==> src/rtl/ipr_pkg.sv <==
package ipr_pkg;

    localparam int unsigned NSLOT     = 12;
    localparam int unsigned TOP_LOW   = 'hE8;
    localparam logic [7:0]  VEC_HIGH  = 8'hFF;
    localparam int unsigned SCI_SLOT  = 9;
    localparam int unsigned SCI_SUBS  = 4;
    localparam logic [NSLOT-1:0] RSVD_MASK = 12'h400;
    localparam logic [7:0]  SEL_RESET = 8'hF2;
    localparam int unsigned IDX_W     = $clog2(NSLOT);

    typedef struct packed {
        logic        pend;
        logic [15:0] vec;
    } out_t;

    function automatic logic [7:0] slot_low(input int unsigned i);
        return 8'(TOP_LOW - 2 * i);
    endfunction

endpackage

==> src/rtl/ipr_prio_reg.sv <==
module ipr_prio_reg
    import ipr_pkg::*;
(
    input  logic       clk,
    input  logic       rst_n,
    input  logic       i_mask,
    input  logic       wr_en,
    input  logic [7:0] wr_data,
    output logic [7:0] sel_byte
);

    typedef struct packed {
        logic [4:0] sel;
    } reg_t;

    reg_t reg_d, reg_q;

    always_comb begin
        reg_d = reg_q;
        if (wr_en && i_mask) begin
            reg_d.sel = wr_data[5:1];
        end
    end

    always_ff @(posedge clk) begin
        if (!rst_n) begin
            reg_q.sel <= SEL_RESET[5:1];
        end else begin
            reg_q <= reg_d;
        end
    end

    assign sel_byte = {2'b11, reg_q.sel, 1'b0};

    // a write made while the mask is clear is dropped
    a_r5_locked_write: assert property (@(posedge clk) disable iff (!rst_n)
        (wr_en && !i_mask) |=> $stable(reg_q.sel));

    // an accepted write keeps its select bits
    a_r6_stored_bits: assert property (@(posedge clk) disable iff (!rst_n)
        (wr_en && i_mask) |=> (reg_q.sel == $past(wr_data[5:1])));

endmodule

==> src/rtl/ipr_req_merge.sv <==
module ipr_req_merge
    import ipr_pkg::*;
(
    input  logic [NSLOT-1:0]    req,
    input  logic [SCI_SUBS-1:0] sci_sub,
    output logic [NSLOT-1:0]    eff_req
);

    genvar g;
    generate
        for (g = 0; g < NSLOT; g++) begin : g_slot
            if (RSVD_MASK[g]) begin : g_rsvd
                assign eff_req[g] = 1'b0;
            end else if (g == SCI_SLOT) begin : g_sci
                assign eff_req[g] = req[g] | (|sci_sub);
            end else begin : g_plain
                assign eff_req[g] = req[g];
            end
        end
    endgenerate

endmodule

==> src/rtl/ipr_pick.sv <==
module ipr_pick
    import ipr_pkg::*;
(
    input  logic [NSLOT-1:0] eff_req,
    input  logic [7:0]       sel_byte,
    output logic             found,
    output logic [IDX_W-1:0] win_idx
);

    logic [NSLOT-1:0] elev_hit;

    genvar g;
    generate
        for (g = 0; g < NSLOT; g++) begin : g_hit
            if (RSVD_MASK[g]) begin : g_none
                assign elev_hit[g] = 1'b0;
            end else begin : g_cmp
                assign elev_hit[g] = eff_req[g] && (sel_byte == slot_low(g));
            end
        end
    endgenerate

    always_comb begin
        found   = |eff_req;
        win_idx = '0;
        for (int i = NSLOT - 1; i >= 0; i--) begin
            if (eff_req[i]) win_idx = IDX_W'(i);
        end
        for (int i = 0; i < NSLOT; i++) begin
            if (elev_hit[i]) win_idx = IDX_W'(i);
        end
    end

endmodule

==> src/rtl/irq_prio_resolver.sv <==
module irq_prio_resolver
    import ipr_pkg::*;
(
    input  logic                clk,
    input  logic                rst_n,
    input  logic                i_mask,
    input  logic [NSLOT-1:0]    req,
    input  logic [SCI_SUBS-1:0] sci_sub,
    input  logic                reg_wr_en,
    input  logic [7:0]          reg_wr_data,
    output logic [7:0]          reg_rd_data,
    output logic                irq_pending,
    output logic [15:0]         irq_vector
);

    logic [NSLOT-1:0] eff_req;
    logic [7:0]       sel_byte;
    logic             found;
    logic [IDX_W-1:0] win_idx;
    out_t             out_d, out_q;

    ipr_prio_reg u_reg (
        .clk      (clk),
        .rst_n    (rst_n),
        .i_mask   (i_mask),
        .wr_en    (reg_wr_en),
        .wr_data  (reg_wr_data),
        .sel_byte (sel_byte)
    );

    ipr_req_merge u_merge (
        .req     (req),
        .sci_sub (sci_sub),
        .eff_req (eff_req)
    );

    ipr_pick u_pick (
        .eff_req  (eff_req),
        .sel_byte (sel_byte),
        .found    (found),
        .win_idx  (win_idx)
    );

    always_comb begin
        out_d = '0;
        if (!i_mask && found) begin
            out_d.pend = 1'b1;
            out_d.vec  = {VEC_HIGH, slot_low(32'(win_idx))};
        end
    end

    always_ff @(posedge clk) begin
        if (!rst_n) begin
            out_q <= '0;
        end else begin
            out_q <= out_d;
        end
    end

    assign reg_rd_data = sel_byte;
    assign irq_pending = out_q.pend;
    assign irq_vector  = out_q.vec;

    // a set mask blocks the next output
    a_r4_mask_blocks: assert property (@(posedge clk) disable iff (!rst_n)
        i_mask |=> !irq_pending);

    // idle output carries a zero vector
    a_r4_idle_vector: assert property (@(posedge clk) disable iff (!rst_n)
        !irq_pending |-> (irq_vector == 16'h0000));

    // no request of any kind means nothing pending next cycle
    a_r8_no_spurious: assert property (@(posedge clk) disable iff (!rst_n)
        (!(|req) && !(|sci_sub)) |=> !irq_pending);

    // a presented vector is even and inside the mapped range
    a_r3_vec_range: assert property (@(posedge clk) disable iff (!rst_n)
        irq_pending |-> (irq_vector[15:8] == VEC_HIGH && !irq_vector[0]
                         && irq_vector[7:0] <= slot_low(0)
                         && irq_vector[7:0] >= slot_low(NSLOT - 1)));

    // the reserved vector never appears
    a_r11_no_rsvd: assert property (@(posedge clk) disable iff (!rst_n)
        irq_pending |-> (irq_vector != 16'hFFD4));

endmodule

==> config.mk <==
export PLATFORM = sky130hd
export DESIGN_NAME = irq_prio_resolver
export DESIGN_NICKNAME = d
export VERILOG_FILES = /design/src/rtl/ipr_pkg.sv /design/src/rtl/ipr_prio_reg.sv /design/src/rtl/ipr_req_merge.sv /design/src/rtl/ipr_pick.sv /design/src/rtl/irq_prio_resolver.sv
export SDC_FILE = /design/constraint.sdc
export NUM_CORES = 1
export LEC_CHECK = 0
export BUFFER_PORTS_ARGS = -buffer_cell sky130_fd_sc_hd__buf_2
export CAP_MARGIN = 20
export CORE_MARGIN = 5
export CORE_UTILIZATION = 47
export DETAILED_ROUTE_END_ITERATION = 10
export PLACE_DENSITY = 0.91
export SYNTH_ARGS = -nofsm -noshare
export SYNTH_HDL_FRONTEND = slang
export SYNTH_SLANG_ARGS = --single-unit
==> constraint.sdc <==
create_clock -name clk -period 3.6 [get_ports clk]
set_input_delay 1.08 -clock clk [delete_from_list [all_inputs] [get_ports clk]]
set_output_delay 1.08 -clock clk [all_outputs]
set_load 0.03 [all_outputs]
==> run summary <==
• time the worst path needs with I/O delays and setup: 2.67 ns
• final setup margin: 0.928 ns
• number of synthesized flops with an enable pin: 0
• xor-xnor portion of the synthesized cell area: 0
• Initial DRC Count: 14
• Critical Path Max Stage Delay: 0.55 ns
• clock root buffer master: clkbuf_4
• first-pass GRT wire length: 3.51 mm
• clock skew after layout: 0.00956 ns
• Tightest Pin Transition: 0.552 ns
• simple-gate share of the synthesized area: 0.365
• share of synthesized area spent on multiplexers: 0.0428
• standard cell with the maximum stage delay on the critical path: or4_4
• total power draw: 361 uW
• top_reg_cell synth: dfxtp_1
• CTS Buffer Depth: 2
• Antenna Diode Count: 0
• Cell Int Power: 241 uW
• Final Hold Slack: 0.515 ns
• endpoint arrival time on the critical path: 2.86 ns
• Post-Synthesis Cells: 118
• Final Max Slew Viols: 0
• count of yosys warnings during synthesis: 0
• total placed instance area: 1090 sq um
• later-pin clock latency in the skew report: 0.27 ns
• DRC violations left: 0
• clock-pin slew on the worst setup and hold paths: 0.08 ns
• number of buffers created by CTS: 3
• die extent in x: 54.6 microns
• unrepaired setup endpoints after global routing: no
• layout cells sized above 1: 0.382
• gate family responsible for the most delay along the worst path: simple AND/OR/NAND/NOR gates
• run status: finished clean
• share of total power in sequential cells: 0.413
• filler instances: 189
• highest net fanout along the worst path: 5
• total power density per cell area: 322 nW/um^2
• total global routing overflow: 0
• category of the critical setup timing path: primary input to flop
• PostCTS Resize Cnt: 0
• dominant combinational cell family by area after synthesis: simple AND/OR/NAND/NOR gates
• vias after detailed routing: 968
• count of H-tree levels built during CTS: 1
• number of post-CTS setup repair buffers: 0
• fin nets: 181
• area used by multi-input combinational logic: 584 sq um
• Vias per Instance: 5.41
• Seq/Total Area, Yosys: 0.257
• adder and majority gate portion of the synthesized area: 0
• Ports: 53
• CP bufs+invs: 1
• total routed wirelength: 2.21 mm
• placer's final routability congestion estimate: 0.840
• proportion of register bits with asynchronous set or reset after synthesis: 0
• Starting Density: 0.486
• detailed-router iteration count before antenna repair: 4
• all-layer global routing usage: 0.158
• Die Y-Extent: 54.6 microns
• Max-slew headroom: 0.632
• number of endpoints with negative hold slack in the final report: 0
• Avg Synthesized Cell Area: 7.92 sq um
• net switching fraction of the power: 0.334
• total leakage power: 0.000501 uW
• share of the clock period used by the worst path after layout: 0.742
• area of the mapped netlist: 935 sq um
• # setup viols final: 0
• post-route antenna net violation count: 0
• number of antenna violations at the first check in global routing: 0
• clock network fraction of total power: 0.289
• die area: 2980 sq um
• share of power burned in combinational logic: 0.297
• pin count of the biggest net entering global routing: 19
• Hold Crit Class: flop to flop
• number of global-route vias before repair: 874
• peak clock frequency supported by timing: 374 MHz
• area fraction in compound gates after synthesis: 0.201
• required time at the worst-slack endpoint: 3.79 ns
• switching pwr: 121 uW
• area of the core region: 1920 sq um
• critical-path cell list: buf_2, or4_4, o21ai_0, a311oi_1, or2_2, o21a_1, nor3_1
• clock tree from TritonCTS: built
• area delta synth->final: 20.1%
• Site Rows: 16
• PortBufs: 44
• Fin Setup TNS: 0 ns
• Yosys cell types: 43
• Final Instance Area: 1120 sq um
• startpoint type of the worst setup path: primary input
• hold buffer count at CTS: 0
• number of clock sinks: 12
• post-synthesis register bit count: 12
• WL/cell: 12.4 microns
• post-placement worst setup slack: 0.687 ns
• endpoint type of the worst setup path: flop
• HPWL reported at the end of detailed placement: 1.81 mm
• Max VDD drop: 246 uV
• count of maximum capacitance violations: 0
• sequential cell area: 240 sq um
-- worst register-to-register path: stages, from the launching register on --
cell and delay, ns:
dfxtp_1 0.38, or3b_4 0.43, or3_2 0.46, nand4b_1 0.13, o31a_1 0.22, a211oi_1 0.10
a211o_1 0.27
-- registers in the layout, summed over array words and instances, names as in the netlist --
| name | count |
|---|---|
| irq_vector | 7 |
| u_reg.reg_q | 5 |
-- placed cells by master, fill, tap and decap left out, drive strengths merged, types with 5 or more instances in the layout --
| cell | synthesis | routed |
|---|---|---|
| dfxtp | 12 | 12 |
| o21ai | 9 | 9 |
| buf | 14 | 44 |
| nand3b | 5 | 5 |
| nand2 | 10 | 10 |
| nor3 | 5 | 5 |
| nand3 | 9 | 9 |
| nor2 | 5 | 5 |
-- layer usage --
layer / up-vias / track usage / routed length (microns)
li1: 489 / - / -
met4: 0 / 0.0539 / 57
met3: 6 / 0.0599 / 246
met2: 57 / 0.262 / 932
met1: 416 / 0.184 / 975
met5: - / 0 / 0
-- synthesized netlist by cell type, types with 2 or more instances --
master | count | area share
a211oi_1 | 2 | 0.016
a21boi_0 | 3 | 0.024
a21oi_1 | 3 | 0.016
buf_4 | 13 | 0.10
clkbuf_1 | 2 | 0.0080
conb_1 | 2 | 0.0080
dfxtp_1 | 12 | 0.26
inv_1 | 2 | 0.0080
mux2i_1 | 4 | 0.043
nand2_1 | 10 | 0.040
nand2b_1 | 2 | 0.013
nand3_1 | 9 | 0.048
nand3b_1 | 5 | 0.040
nor2_1 | 5 | 0.020
nor2b_1 | 2 | 0.013
nor3_1 | 5 | 0.027
nor3b_1 | 2 | 0.016
nor4_1 | 3 | 0.020
o21ai_0 | 8 | 0.043
-- cell families (layout without fill, tap and decap cells) --
kind of cell,after synthesis,count (layout)
AOI/OAI and AO/OA,27,27
buffers and inverters,18,50
DFF,12,12
muxes,4,4
other,2,4
and+or+nand+nor,55,55
-- worst paths after layout --
kind / start / endpoint / slack (ns) / cells after the start
hold / removal: u_reg.reg_q[4] / u_reg.reg_q[4] / 0.51 / 2
setup reg to reg: u_reg.reg_q[4] / irq_vector[4] / 1.49 / 6
hold reg to reg: u_reg.reg_q[4] / u_reg.reg_q[4] / 0.51 / 2
setup / recovery: sci_sub[1] / irq_vector[2] / 0.93 / 7
-- power groups by stage --
stage / Sequential [uW] / Clock (uW) / Combinational, uW
CTS: 149 / 107 / 107
detailed placement: 152 / 0 / 107
global route: 151 / 112 / 116
global placement: 152 / 0 / 105
floorplan: 164 / 0 / 66.5
finish: 149 / 105 / 107
-- cell type report --
cell class	instances	share of cell area
well taps	27	0.0301
flip-flops and latches	12	0.214
clock buffers	4	0.0323
repair buffers	44	0.196
multi-input cells	90	0.521
inverters	2	0.00669
-- per-stage QoR --
stage / cells / utilization
floorplan: 120 / -
global placement: 175 / 0.565
detailed placement: 175 / 0.565
CTS: 179 / 0.584
global route: 179 / 0.584
finish: 179 / 0.584
(Power assumes the default switching activity.)
